==> src/rtl/iop_pkg.sv <==
package iop_pkg;

    localparam int PRIV_W        = 2;
    localparam int LIM_W         = 16;
    localparam int OFF_W         = LIM_W + 1;
    localparam int MAP_FIELD_OFF = 102;

    typedef enum logic [1:0] {
        OP_PORT_RD  = 2'b00,
        OP_PORT_WR  = 2'b01,
        OP_FLAG_CLR = 2'b10,
        OP_FLAG_SET = 2'b11
    } op_e;

    typedef enum logic [2:0] {
        ST_IDLE,
        ST_BASE_LO,
        ST_BASE_HI,
        ST_MAP_CHK,
        ST_MAP0,
        ST_MAP1
    } st_e;

    typedef struct packed {
        logic valid;
        logic allow;
        logic fault;
    } verdict_t;

    function automatic logic is_flag_op(op_e op);
        return op[1];
    endfunction

    // one lane per byte port covered by the access
    function automatic logic [3:0] size_lanes(logic [1:0] code);
        case (code)
            2'b00:   return 4'b0001;
            2'b01:   return 4'b0011;
            default: return 4'b1111;
        endcase
    endfunction

endpackage

==> src/rtl/iop_priv_gate.sv <==
module iop_priv_gate
    import iop_pkg::*;
(
    input  op_e               op,
    input  logic [PRIV_W-1:0] cpl,
    input  logic [PRIV_W-1:0] iopl,
    input  logic [LIM_W-1:0]  limit,
    output logic              direct_done,
    output logic              direct_allow
);
    logic priv_ok;
    logic field_unreachable;

    always_comb begin
        priv_ok           = (cpl <= iopl);
        field_unreachable = (limit < LIM_W'(MAP_FIELD_OFF + 1));
        direct_done       = priv_ok | is_flag_op(op) | field_unreachable;
        direct_allow      = priv_ok;
    end
endmodule

==> src/rtl/iop_span_calc.sv <==
module iop_span_calc
    import iop_pkg::*;
#(
    parameter int PORT_W = 16
) (
    input  logic [PORT_W-1:0] port,
    input  logic [1:0]        size_code,
    input  logic [15:0]       map_base,
    input  logic [LIM_W-1:0]  limit,
    output logic [15:0]       mask,
    output logic              need_hi,
    output logic [OFF_W-1:0]  off0,
    output logic [OFF_W-1:0]  off1,
    output logic              beyond
);
    logic [OFF_W-1:0] byte_idx;
    logic [2:0]       bit_sel;

    generate
        if (PORT_W > 3) begin : g_wide
            assign byte_idx = OFF_W'(port[PORT_W-1:3]);
            assign bit_sel  = port[2:0];
        end else begin : g_narrow
            assign byte_idx = '0;
            assign bit_sel  = 3'(port);
        end
    endgenerate

    always_comb begin
        mask    = {12'b0, size_lanes(size_code)} << bit_sel;
        need_hi = |mask[15:8];
        off0    = OFF_W'(map_base) + byte_idx;
        off1    = off0 + OFF_W'(1);
        beyond  = (off0 > OFF_W'(limit)) || (need_hi && (off1 > OFF_W'(limit)));
    end
endmodule

==> src/rtl/iop_seq.sv <==
module iop_seq
    import iop_pkg::*;
#(
    parameter int ADDR_W = 32,
    parameter int PORT_W = 16
) (
    input  logic              clk,
    input  logic              rst,
    input  logic              req_valid,
    input  logic [PORT_W-1:0] req_port,
    input  logic [1:0]        req_size,
    input  logic [ADDR_W-1:0] task_base,
    input  logic [LIM_W-1:0]  task_limit,
    input  logic              direct_done,
    input  logic              direct_allow,
    input  logic [15:0]       mask,
    input  logic              need_hi,
    input  logic [OFF_W-1:0]  off0,
    input  logic [OFF_W-1:0]  off1,
    input  logic              beyond,
    output logic [PORT_W-1:0] cap_port,
    output logic [1:0]        cap_size,
    output logic [LIM_W-1:0]  cap_limit,
    output logic [15:0]       map_base,
    input  logic [7:0]        mem_rdata,
    input  logic              mem_rvalid,
    output logic              mem_rd_en,
    output logic [ADDR_W-1:0] mem_rd_addr,
    output logic              resp_valid,
    output logic              resp_allow,
    output logic              resp_fault,
    output logic              idle
);
    st_e               st;
    logic [ADDR_W-1:0] cap_tbase;
    logic [7:0]        base_lo;
    logic [7:0]        map_b0;
    verdict_t          resp_q;
    logic [OFF_W-1:0]  rd_off;
    logic              deny_single;
    logic              deny_pair;

    always_comb begin
        case (st)
            ST_BASE_LO: rd_off = OFF_W'(MAP_FIELD_OFF);
            ST_BASE_HI: rd_off = OFF_W'(MAP_FIELD_OFF + 1);
            ST_MAP0:    rd_off = off0;
            ST_MAP1:    rd_off = off1;
            default:    rd_off = '0;
        endcase
        mem_rd_en   = (st == ST_BASE_LO) || (st == ST_BASE_HI) ||
                      (st == ST_MAP0)    || (st == ST_MAP1);
        mem_rd_addr = cap_tbase + ADDR_W'(rd_off);
        deny_single = |(mask[7:0] & mem_rdata);
        deny_pair   = |(mask & {mem_rdata, map_b0});
        idle        = (st == ST_IDLE);
    end

    always_ff @(posedge clk) begin
        if (rst) begin
            st        <= ST_IDLE;
            resp_q    <= '0;
            cap_port  <= '0;
            cap_size  <= '0;
            cap_tbase <= '0;
            cap_limit <= '0;
            base_lo   <= '0;
            map_base  <= '0;
            map_b0    <= '0;
        end else begin
            resp_q <= '0;
            case (st)
                ST_IDLE: begin
                    if (req_valid) begin
                        cap_port  <= req_port;
                        cap_size  <= req_size;
                        cap_tbase <= task_base;
                        cap_limit <= task_limit;
                        if (direct_done) begin
                            resp_q <= '{valid: 1'b1, allow: direct_allow, fault: !direct_allow};
                        end else begin
                            st <= ST_BASE_LO;
                        end
                    end
                end
                ST_BASE_LO: begin
                    if (mem_rvalid) begin
                        base_lo <= mem_rdata;
                        st      <= ST_BASE_HI;
                    end
                end
                ST_BASE_HI: begin
                    if (mem_rvalid) begin
                        map_base <= {mem_rdata, base_lo};
                        st       <= ST_MAP_CHK;
                    end
                end
                ST_MAP_CHK: begin
                    if (beyond) begin
                        resp_q <= '{valid: 1'b1, allow: 1'b0, fault: 1'b1};
                        st     <= ST_IDLE;
                    end else begin
                        st <= ST_MAP0;
                    end
                end
                ST_MAP0: begin
                    if (mem_rvalid) begin
                        if (need_hi) begin
                            map_b0 <= mem_rdata;
                            st     <= ST_MAP1;
                        end else begin
                            resp_q <= '{valid: 1'b1, allow: !deny_single, fault: deny_single};
                            st     <= ST_IDLE;
                        end
                    end
                end
                ST_MAP1: begin
                    if (mem_rvalid) begin
                        resp_q <= '{valid: 1'b1, allow: !deny_pair, fault: deny_pair};
                        st     <= ST_IDLE;
                    end
                end
                default: st <= ST_IDLE;
            endcase
        end
    end

    assign resp_valid = resp_q.valid;
    assign resp_allow = resp_q.allow;
    assign resp_fault = resp_q.fault;
endmodule

==> src/rtl/iop_perm_check.sv <==
module iop_perm_check
    import iop_pkg::*;
#(
    parameter int ADDR_W = 32,
    parameter int PORT_W = 16
) (
    input  logic              clk,
    input  logic              rst,
    input  logic              req_valid,
    input  logic [1:0]        req_op,
    input  logic [1:0]        req_cpl,
    input  logic [1:0]        req_iopl,
    input  logic [PORT_W-1:0] req_port,
    input  logic [1:0]        req_size,
    input  logic [ADDR_W-1:0] task_base,
    input  logic [15:0]       task_limit,
    output logic              mem_rd_en,
    output logic [ADDR_W-1:0] mem_rd_addr,
    input  logic [7:0]        mem_rdata,
    input  logic              mem_rvalid,
    output logic              resp_valid,
    output logic              resp_allow,
    output logic              resp_fault
);
    logic              direct_done;
    logic              direct_allow;
    logic [PORT_W-1:0] cap_port;
    logic [1:0]        cap_size;
    logic [LIM_W-1:0]  cap_limit;
    logic [15:0]       map_base;
    logic [15:0]       span_mask;
    logic              need_hi;
    logic [OFF_W-1:0]  off0;
    logic [OFF_W-1:0]  off1;
    logic              beyond;
    logic              seq_idle;

    iop_priv_gate gate_i (
        .op           (op_e'(req_op)),
        .cpl          (req_cpl),
        .iopl         (req_iopl),
        .limit        (task_limit),
        .direct_done  (direct_done),
        .direct_allow (direct_allow)
    );

    iop_span_calc #(.PORT_W(PORT_W)) span_i (
        .port      (cap_port),
        .size_code (cap_size),
        .map_base  (map_base),
        .limit     (cap_limit),
        .mask      (span_mask),
        .need_hi   (need_hi),
        .off0      (off0),
        .off1      (off1),
        .beyond    (beyond)
    );

    iop_seq #(.ADDR_W(ADDR_W), .PORT_W(PORT_W)) seq_i (
        .clk          (clk),
        .rst          (rst),
        .req_valid    (req_valid),
        .req_port     (req_port),
        .req_size     (req_size),
        .task_base    (task_base),
        .task_limit   (task_limit),
        .direct_done  (direct_done),
        .direct_allow (direct_allow),
        .mask         (span_mask),
        .need_hi      (need_hi),
        .off0         (off0),
        .off1         (off1),
        .beyond       (beyond),
        .cap_port     (cap_port),
        .cap_size     (cap_size),
        .cap_limit    (cap_limit),
        .map_base     (map_base),
        .mem_rdata    (mem_rdata),
        .mem_rvalid   (mem_rvalid),
        .mem_rd_en    (mem_rd_en),
        .mem_rd_addr  (mem_rd_addr),
        .resp_valid   (resp_valid),
        .resp_allow   (resp_allow),
        .resp_fault   (resp_fault),
        .idle         (seq_idle)
    );
endmodule

==> config.mk <==
export PLATFORM = sky130hd
export DESIGN_NAME = iop_perm_check
export DESIGN_NICKNAME = d
export VERILOG_FILES = /design/src/rtl/iop_pkg.sv /design/src/rtl/iop_priv_gate.sv /design/src/rtl/iop_span_calc.sv /design/src/rtl/iop_seq.sv /design/src/rtl/iop_perm_check.sv
export SDC_FILE = /design/constraint.sdc
export NUM_CORES = 1
export LEC_CHECK = 0
export BUFFER_PORTS_ARGS = -buffer_cell sky130_fd_sc_hd__buf_2
export CORE_ASPECT_RATIO = 1.2
export CORE_MARGIN = 2
export CORE_UTILIZATION = 35
export DETAILED_ROUTE_END_ITERATION = 8
export PLACE_DENSITY_LB_ADDON = 0.2
export SYNTH_ARGS = -nofsm -noshare
export SYNTH_HDL_FRONTEND = slang
export SYNTH_HIERARCHICAL = 1
export SYNTH_SLANG_ARGS = --single-unit
==> constraint.sdc <==
create_clock -name clk -period 5 [get_ports clk]
set_input_delay 0.25 -clock clk [delete_from_list [all_inputs] [get_ports clk]]
set_output_delay 0.25 -clock clk [all_outputs]
set_load 0.01 [all_outputs]
### Yosys cells after proc, flatten, opt, wreduce, memory -nomap -nowiden

Index checks and enable logic that the tools add are counted.

* eq/ne operators: 12
* $lt $le $gt $ge: 4
* reductions and logical operators: 18
* $add $sub $neg: 3
* muxes and demuxes: 18
* shift-type cells: 1
* bitwise logic cells: 4

Operator list (number)
* $pmux W17 S4: 1
* $mux W3: 14
* $gt A17 B16 Y1: 2
* $add A32 B17 Y32: 1
* $pmux W3 S6: 1
* $add A16 B13 Y17: 1
* $add A17 B1 Y17 const B: 1
* $and A16 B16 Y16: 1
* $lt A16 B7 Y1 const B: 1
* $reduce_or A16 Y1: 1
* $reduce_or A8 Y1: 2
* $shl A4 B3 Y16: 1
* $ne A2 B2 Y1 const B: 6
* $pmux W3 S4: 1
* $and A8 B8 Y8: 1
* $pmux W4 S2: 1
* $eq A3 B2 Y1 const B: 2
* $eq A3 B3 Y1 const B: 2
* $reduce_and A2 Y1: 3
* $reduce_and A6 Y1: 1
* $logic_or A1 B1 Y1: 4
* $eq A3 B1 Y1 const B: 1
* $logic_not A1 Y1: 3
* $logic_not A3 Y1: 1
* other kinds (6): 7

* register bits after elaboration: 104
* output and inout port bits: 36
* bits of input ports: 84
* word-level logic and storage cells: 71

### Logic depth before layout (Yosys ltp)

Gate-level depths: netlist of the first run.

* word-level depth: 9
* gate-level depth with buffers: 21
* gate-level depth less buffers: 21

### By module

The synthesis of the first run kept the hierarchy.

Modules (own cells, without submodules)
* iop_seq: seq. area each 2082.0 µm², cells each 666, area each 5310.1 µm², instances 1
* iop_span_calc: seq. area each 0.0 µm², cells each 304, area each 2255.9 µm², instances 1
* iop_priv_gate: seq. area each 0.0 µm², cells each 15, area each 101.3 µm², instances 1

### Least setup slack after synthesis of the first run

No wires, ideal clock.

* kind: flip-flop to flip-flop
* start point: register seq_i.map_base[0]
* end point: register seq_i.resp_q, in the netlist seq_i/resp_fault
* library setup time: 117 ps
* buffers on the path: 0
* data required time: 4883 ps
* data arrival time: 4506 ps
* stages on the path, launching flop included: 21
* period minus slack after synthesis: 4622 ps
* path slack: 378 ps
* cells stage by stage: dfxtp_1 > ha_1 > fa_1 > a211oi_2 > o21a_4 > mux2_2 > a41o_2 > o21ai_0 > nor2_1 > xor2_1 > ha_1 > a21o_1 > a21o_1 > a21o_1 > a21o_1 > a311o_1 > a311oi_1 > o21ai_1 > and3_1 > nor3_1 > nor2_1

* cells in the longest elaborated chain, start to end: 7
* elaborated cells on any way between the ends: 8
* those cells by class: 2 x add/sub; 2 x order compare; 2 x mux; 2 x reduce/logical

RTL lines
* from (decl): RTL line iop_seq.sv:24 `output logic [15:0] map_base,`
* from (signal assigned): RTL line iop_seq.sv:94 `map_base <= {mem_rdata, base_lo};`
* $add A16 B13 Y17: RTL line iop_span_calc.sv:32 `off0 = OFF_W'(map_base) + byte_idx;`
* $add A17 B1 Y17: RTL line iop_span_calc.sv:33 `off1 = off0 + OFF_W'(1);`
* named net off1[10]: RTL line iop_perm_check.sv:34 `logic [OFF_W-1:0] off1;`
* $gt A17 B16 Y1: RTL line iop_span_calc.sv:34 `beyond = (off0 > OFF_W'(limit)) || (need_hi && (off1 > OFF_W'(limit)));`
* $logic_and A1 B1 Y1: RTL line iop_span_calc.sv:34
* $logic_or A1 B1 Y1: RTL line iop_span_calc.sv:34
* named net beyond: RTL line iop_perm_check.sv:35 `logic beyond;`
* $mux W3: RTL line iop_seq.sv:99 `if (beyond) begin`
* $pmux W3 S4: RTL line iop_seq.sv:72 `case (st)`
* to (signal assigned): RTL line iop_seq.sv:80 `resp_q <= '{valid: 1'b1, allow: direct_allow, fault: !direct_allow};`
* to (signal assigned): RTL line iop_seq.sv:100 `resp_q <= '{valid: 1'b1, allow: 1'b0, fault: 1'b1};`
* to (signal assigned): RTL line iop_seq.sv:112 `resp_q <= '{valid: 1'b1, allow: !deny_single, fault: deny_single};`
* to (decl): RTL line iop_seq.sv:38 `verdict_t resp_q;`

The timed path passes the listed nets, and every way through them passes these cells.
A chain may end at the register's enable or synchronous reset.

### Worst setup path after layout of the first run

* start point: register seq_i.cap_port[3]
* end point: output mem_rd_addr[30]

* cells in the longest elaborated chain, start to end: 4

RTL lines
* from (decl): RTL line iop_seq.sv:21 `output logic [PORT_W-1:0] cap_port,`
* from (signal assigned): RTL line iop_seq.sv:75 `cap_port <= req_port;`
* $add A16 B13 Y17: RTL line iop_span_calc.sv:32
* $add A17 B1 Y17: RTL line iop_span_calc.sv:33
* named net off1[11]: RTL line iop_perm_check.sv:34
* $pmux W17 S4: RTL line iop_seq.sv:44 `case (st)`
* $add A32 B17 Y32: RTL line iop_seq.sv:53 `mem_rd_addr = cap_tbase + ADDR_W'(rd_off);`
* to (decl): RTL line iop_perm_check.sv:18 `output logic [ADDR_W-1:0] mem_rd_addr,`

The timed path passes the listed nets, and every way through them passes these cells.

==> results.yml, run 1 <==
logic_synthesis:
  synthCells: 985
  synth-compound-area-share: 0.226
  synth_common_cells: "nand2_1, a21oi_1, dfxtp_1"
  synth_edf_count: 0
  synth-seq-cells: 104
  async_flop_share: 0
  yosys-top-cells-area: "dfxtp_1, ha_1, nand2_1"
  synthMuxAreaShare: 0.0432
  synthDistinctLibCells: 85
  synth_top_family_by_area: "simple AND/OR/NAND/NOR gates"
  avgSynthCellArea_um2: 7.78
  synth.most_common_cell: "nand2_1"
  ys_warn_count: 6
  synth_xor_area_frac: 0.0617
  synth.largest_area_cell: "dfxtp_1"
  netlist_area_um2: 7670
  ys.flop_type: "dfxtp_1"
  ys_seq_area_frac: 0.272
  synthAdderAreaFrac: 0.111
  synthSimpleGateAreaFrac: 0.232
  synth.top_cell.area_share: 0.272
critical_path:
  reg2reg_setup_slack_ns: 0.26
  cp.required_ns: 4.75
  crit_chain: "ha_4, fa_2, a211o_4, a211o_1, a211o_1, nor4b_4, o2111ai_2, xnor2_1, mux2i_1, nor2_1, ha_1, and2_4, o2111a_1, nand4b_1, nand3_4, nand4b_1, xnor2_1, buf_2"
  worstSetupStartpointType: "flop"
  crit_fanout: 7
  timing.rr.end: "seq_i/resp_fault$_SDFF_PP0_"
  crit_path_end_kind: "output pin"
  crit_path_top_delay_cell: "fa_2"
  crit_path_max_incr_delay_ns: 0.38
  worstSetupPathType: "reg -> out"
  reg2reg_from: "seq_i/cap_port[3]$_SDFFE_PP0P_"
  cp.arrival_ns: 4.89
  rr_worst_depth: 19
place:
  routabilityCongestion: 0.871
  placed_cells: 1365
  dpl.hpwl_um: 17400
  io_buffers: 118
  place_area_um2: 8620
global_routing:
  grt_pass1_wl_um: 36200
  antenna_found_initial: 0
  gr-total-overflow: 0
  grt.met1_usage: 0.250
  grt_pass1_vias: 6997
  grt_max_degree: 103
  grt.met3_usage: 0.0210
  gr-usage-met2: 0.335
  gr-max-usage-layer: "met2"
  grt.total_usage: 0.192
routing:
  viasPerCell: 5.26
  dr.pass1.iters: 5
  drc: 0
  wire_per_inst_um: 16.4
  vias: 7313
  ant_nets: 0
  drt_iter0_markers: 260
  routed_wl_um: 22900
sta:
  fin_worst_skew_ns: 0.0128
  fmax_mhz: 194
  final-hold-violation-count: 0
  hold_slack_ns: 0.116
  finalSetupViolCount: 10
  slew_headroom: 0.253
  setup_slack_ns: -0.143
  final_max_slew_viol_count: 0
  grt_setup_unrepaired: "true"
  worst_pin_slew_ns: 1.12
  finalCriticalPeriod_ns: 5.14
  fin_crit_sh: 1.03
floorplanning:
  die_height_um: 166
  die_x_um: 139
  rows: 59
  io_pins: 120
  initial_core_util: 0.354
  dieArea_um2: 23100
  core_area_um2: 21600
cells_and_area:
  final_cells: 1391
  drive_above_1_share: 0.240
  final_nets: 1263
  area_delta_synth_final_pct: 21.5
  antenna_cells: 0
  fin_area_um2: 9320
outcome:
  status: "finished with violations"
  violations: "negative setup slack"
clock_network:
  clock_path_buffers: 2
  clock-root-buffer: "clkbuf_16"
  htree_levels: 3
  cts_made_buffers: 9
  cts_tree: "yes"
  path_clk_slew_ns: 0.08
  hold_buffers: 0
  clock_latency_ns: 0.36
  clock_sinks: 104
run:
  max_cap_violations: 0
hold_path:
  hold_depth: 3
  hp-class: "in -> reg"
  worstHoldStart: "task_base[23]"
  worstHoldEndpoint: "seq_i/cap_tbase[23]$_SDFFE_PP0P_"
power_and_ir_drop:
  leakage_nw: 4.05
  report.power.total_mw: 3.14
  irDropWorstVdd_uv: 197
  power_density_nw_per_um2: 337
## flip-flops by register name (all words and copies together) (netlist names)
name	count
seq_i/cap_tbase	32
seq_i/cap_limit	16
seq_i/cap_port	16
seq_i/map_base	16
seq_i/base_lo	8
seq_i/map_b0	8
seq_i/st	3
seq_i/cap_size	2
seq_i/resp_allow	1
seq_i/resp_fault	1
seq_i/resp_valid	1
## power breakdown
part	internal [mW]	total, mW	switching [mW]
sequential	0.938	1.05	0.108
clock	0.345	0.698	0.353
combinational	0.570	1.39	0.824
total	1.85	3.14	1.28
## cells by family (layout without fill, tap and decap cells)
kind of cell / count (synthesis) / in the layout
DFF: 104 / 104
muxes: 33 / 33
and+or+nand+nor: 379 / 379
adders and majority gates: 67 / 67
xor gates and xnor gates: 54 / 54
other: 1 / 5
buffers and inverters: 88 / 216
AOI/OAI and AO/OA: 259 / 259
## metal layers
layer	routed length, um	share of wire
met4	415	0.018
met2	11200	0.49
met5	0	0
met3	702	0.031
met1	10500	0.46
## how the worst max path moves through the flow
stage | endpoint | cells past startpoint | slack (ns) | from
6_report | mem_rd_addr[30] | 18 | -0.14 | seq_i/cap_port[3]$_SDFFE_PP0P_
5_1_grt | mem_rd_addr[29] | 19 | -0.31 | seq_i/cap_port[3]$_SDFFE_PP0P_
4_1_cts | mem_rd_addr[29] | 19 | -0.07 | seq_i/cap_port[3]$_SDFFE_PP0P_
3_5_place_dp | seq_i/resp_fault$_SDFF_PP0_ | 21 | -0.02 | seq_i/map_base[0]$_SDFFE_PP0P_
3_3_place_gp | seq_i/resp_fault$_SDFF_PP0_ | 21 | 0.05 | seq_i/map_base[0]$_SDFFE_PP0P_
2_1_floorplan | seq_i/resp_fault$_SDFF_PP0_ | 20 | 0.38 | seq_i/map_base[0]$_SDFFE_PP0P_
## cell type report
class,instances,area (um^2)
fill,2293,12300
timing repair buffer,168,987
inverter,32,120
tap,274,343
sequential,104,2080
clock inverter,6,48.8
clock buffer,10,229
multi-input combinational,797,5500
## what timing repair did
item                       4_1_cts  5_1_grt
resized for setup               22       49
hold endpoints to repair         0        0
buffers inserted                 5        5
setup endpoints to repair       21       21
pin swaps                       13       27
## cells in the final DEF, fill, tap and decap left out, types with 20 or more instances in the layout
| cell type | netlist | layout |
|---|---|---|
| nand2_1 | 199 | 193 |
| ha_1 | 65 | 60 |
| inv_1 | 31 | 30 |
| xnor2_1 | 41 | 36 |
| buf_4 | 12 | 46 |
| a21o_1 | 20 | 20 |
| nor2_1 | 60 | 57 |
| a21oi_1 | 124 | 119 |
| buf_2 | 14 | 117 |
| dfxtp_1 | 104 | 102 |
| mux2i_1 | 32 | 32 |
## through the flow
step	utilization	setup WS, ns	TNS (ns)
2_1_floorplan	-	0.378	0
3_3_place_gp	0.399	0.0488	0
3_5_place_dp	0.399	-0.0240	-0.0240
4_1_cts	0.417	-0.0724	-0.143
5_1_grt	0.431	-0.307	-3.56
6_report	0.431	-0.143	-0.795
## worst max-delay path: cells and delay by family (launching register included)
kind            cells  cell delay, ns
simple gates        6            1.10
buf+inv             1            0.17
mux                 1            0.24
xor+xnor            2            0.41
flops               1            0.34
fa+ha+maj           3            0.90
compound gates      5            1.37
Power figures use the tool's default switching activity.
==> run 2: changes to the inputs <==
Settings changed: ABC_AREA from default to 1.
==> results.yml, run 2 <==
critical_path:
  worstSetupPathType: "reg -> out"
  worstSetupStartpointType: "flop"
  cp.arrival_ns: 4.44
  crit_chain: "ha_1, fa_1, ha_1, inv_1, nor2_1, nand3_4, nor2_8, nand3_4, nor2_4, nand2_1, xor2_1, inv_1, a22o_1, ha_1, nand2_1, nor2_1, a21boi_1, o21bai_1, nand3_1, nand2_1, nand2_1, buf_2"
  path_depth: 22
  cpMostUsedCell: "nand2_1"
  crit_start: "seq_i/map_base[0]$_SDFFE_PP0P_"
  timing.rr.end: "seq_i/resp_valid$_SDFF_PP0_"
  critical_path_buf_inv_count: 3
  critPathTopFamily: "simple AND/OR/NAND/NOR gates"
  reg2reg_setup_slack_ns: 0.74
  crit_fanout: 5
  crit_path_max_incr_delay_ns: 0.56
  rr_worst_depth: 24
  cp.required_ns: 4.75
  critPathCapture: "mem_rd_addr[24]"
  reg2reg_from: "seq_i/map_base[0]$_SDFFE_PP0P_"
  crit_path_top_delay_cell: "fa_1"
  crit_path_end_kind: "output pin"
logic_synthesis:
  synth_common_cells: "nand2_1, inv_1, nand3_1"
  ys_warn_count: 6
  synthDistinctLibCells: 50
  synth_edf_count: 0
  ys.flop_type: "dfxtp_1"
  synth-seq-cells: 104
  synth.top_cell.area_share: 0.244
  netlist_area_um2: 8540
  synth.largest_area_cell: "dfxtp_1"
  avgSynthCellArea_um2: 6.25
  ys_seq_area_frac: 0.244
  yosys-top-cells-area: "dfxtp_1, nand2_1, ha_1"
  synthCells: 1366
  async_flop_share: 0
  synth.most_common_cell: "nand2_1"
power_and_ir_drop:
  leakage_nw: 4.85
  irDropWorstVdd_uv: 189
  power_density_nw_per_um2: 314
sta:
  grt_setup_unrepaired: "false"
  fin_worst_skew_ns: 0.00975
  finalCriticalPeriod_ns: 4.69
  fmax_mhz: 213
  worst_pin_slew_ns: 1.04
  fin_crit_sh: 0.937
  final-hold-violation-count: 0
  finalSetupViolCount: 0
  slew_headroom: 0.308
  final_max_slew_viol_count: 0
  setup_slack_ns: 0.314
  fin_setup_tns_ns: 0
floorplanning:
  core_area_um2: 24000
  die_x_um: 147
  die_height_um: 175
  initial_core_util: 0.356
  io_pins: 120
  dieArea_um2: 25700
  rows: 62
clock_network:
  clock_path_buffers: 2
  cts_resized: 0
  postCtsSetupRepairBufs: 0
  htree_levels: 3
  clock-root-buffer: "clkbuf_16"
  cts_tree: "yes"
  cts_made_buffers: 9
  hold_buffers: 0
  clock_latency_ns: 0.37
  clock_sinks: 104
  path_clk_slew_ns: 0.08
run:
  max_cap_violations: 0
place:
  dpl.hpwl_um: 19600
  io_buffers: 118
  routabilityCongestion: 0.877
  pre_cts_ws_ns: 0.661
global_routing:
  grt_pass1_vias: 8139
  gr-total-overflow: 0
  grt.total_usage: 0.197
  grt_pass1_wl_um: 40400
  grt_max_degree: 90
  antenna_found_initial: 0
hold_path:
  worstHoldStart: "req_port[7]"
  hp-class: "in -> reg"
cells_and_area:
  antenna_cells: 0
  area_delta_synth_final_pct: 12.7
  largest_reg_flops: 32
  fill_cells: 2651
  regMostFlops: "seq_i/cap_tbase"
  layout_common_cells: "nand2_1, inv_1, nand3_1, buf_2, a21oi_1"
  ff_latch_area_um2: 2080
  multi_input_area_um2: 5510
  drive_above_1_share: 0.140
  final_nets: 1606
  layout_commonest_cell: "nand2_1"
outcome:
  status: "finished, final reports clean"
routing:
  routed_wl_um: 25300
  drc: 0
  ant_nets: 0
  viasPerCell: 4.88
  wire_per_inst_um: 14.2
  drt_iter0_markers: 470
  vias: 8678
  dr.pass1.iters: 5
-- run 2: changes by cell type in the layout (fill, tap and decap cells not counted), sizes merged, moves of 10 or more --
cell / before / now
nor2: 61 / 119
nand2: 200 / 451
buf: 168 / 121
xnor2: 41 / 4
o21a: 10 / 0
nand2b: 11 / 0
nor2b: 10 / 0
nand3: 21 / 130
mux2i: 32 / 0
and3: 16 / 1
a21oi: 125 / 112
a21o: 20 / 0
inv: 35 / 191
a211oi: 4 / 21
-- run 2: worst reg2reg max path, delay by kind of cell (launching register included) --
family                     cells  cell delay [ns]
and+or+nand+nor               16             2.20
adders and majority gates      4             1.28
DFF                            1             0.32
buffers and inverters          2             0.13
xor gates and xnor gates       1             0.12
AOI/OAI and AO/OA              1             0.07
-- run 2: cell families (layout without fill, tap and decap cells) --
family,Yosys count,after routing,share of synthesized area
adders and majority gates,67,67,0.0999
DFF,104,104,0.244
other,1,5,0.000439
xor gates and xnor gates,23,23,0.0236
and+or+nand+nor,758,758,0.390
buffers and inverters,237,327,0.112
AOI/OAI and AO/OA,176,176,0.130
-- run 2: worst min path at each step --
stage / slack, ns / cells past startpoint / endpoint
final: 0.15 / 3 / seq_i/cap_port[7]$_SDFFE_PP0P_
after global routing: 0.14 / 3 / seq_i/cap_port[5]$_SDFFE_PP0P_
after CTS: 0.13 / 3 / seq_i/cap_port[7]$_SDFFE_PP0P_
after detailed placement: 0.46 / 2 / seq_i/cap_limit[3]$_SDFFE_PP0P_
after global placement: 0.45 / 2 / seq_i/base_lo[3]$_SDFFE_PP0P_
after floorplan: 0.40 / 2 / seq_i/base_lo[1]$_SDFFE_PP0P_
-- run 2: metal layers --
metal  up-vias  GRT usage  wire [um]
met3        37     0.0258       1050
li1       4564          -          -
met4         0     0.0643        595
met5         -          0          0
met1      3885      0.248      11400
met2       192      0.346      12200
-- run 2: through the flow --
stage,cell area (um^2),power (mW),cells,hold slack [ns],util
2_1_floorplan,8560,1.93,1370,0.397,-
4_1_cts,9630,3.05,1780,0.135,0.402
6_report,9630,3.02,1780,0.147,0.402
3_5_place_dp,9330,2.30,1764,0.455,0.389
3_3_place_gp,9330,2.29,1764,0.450,0.389
5_1_grt,9630,3.24,1780,0.144,0.402
-- run 2: power breakdown --
| part | switching, mW | internal [mW] | total, mW |
|---|---|---|---|
| Clock | 0.382 | 0.354 | 0.735 |
| Combinational | 0.837 | 0.430 | 1.27 |
| Sequential | 0.0818 | 0.935 | 1.02 |
-- run 2: layout make-up --
class | count | share of cell area
multi-input combinational | 1029 | 0.573
timing repair buffer | 121 | 0.0640
tap | 320 | 0.0416
clock buffer | 9 | 0.0234
sequential | 104 | 0.216
inverter | 190 | 0.0741
clock inverter | 7 | 0.00780
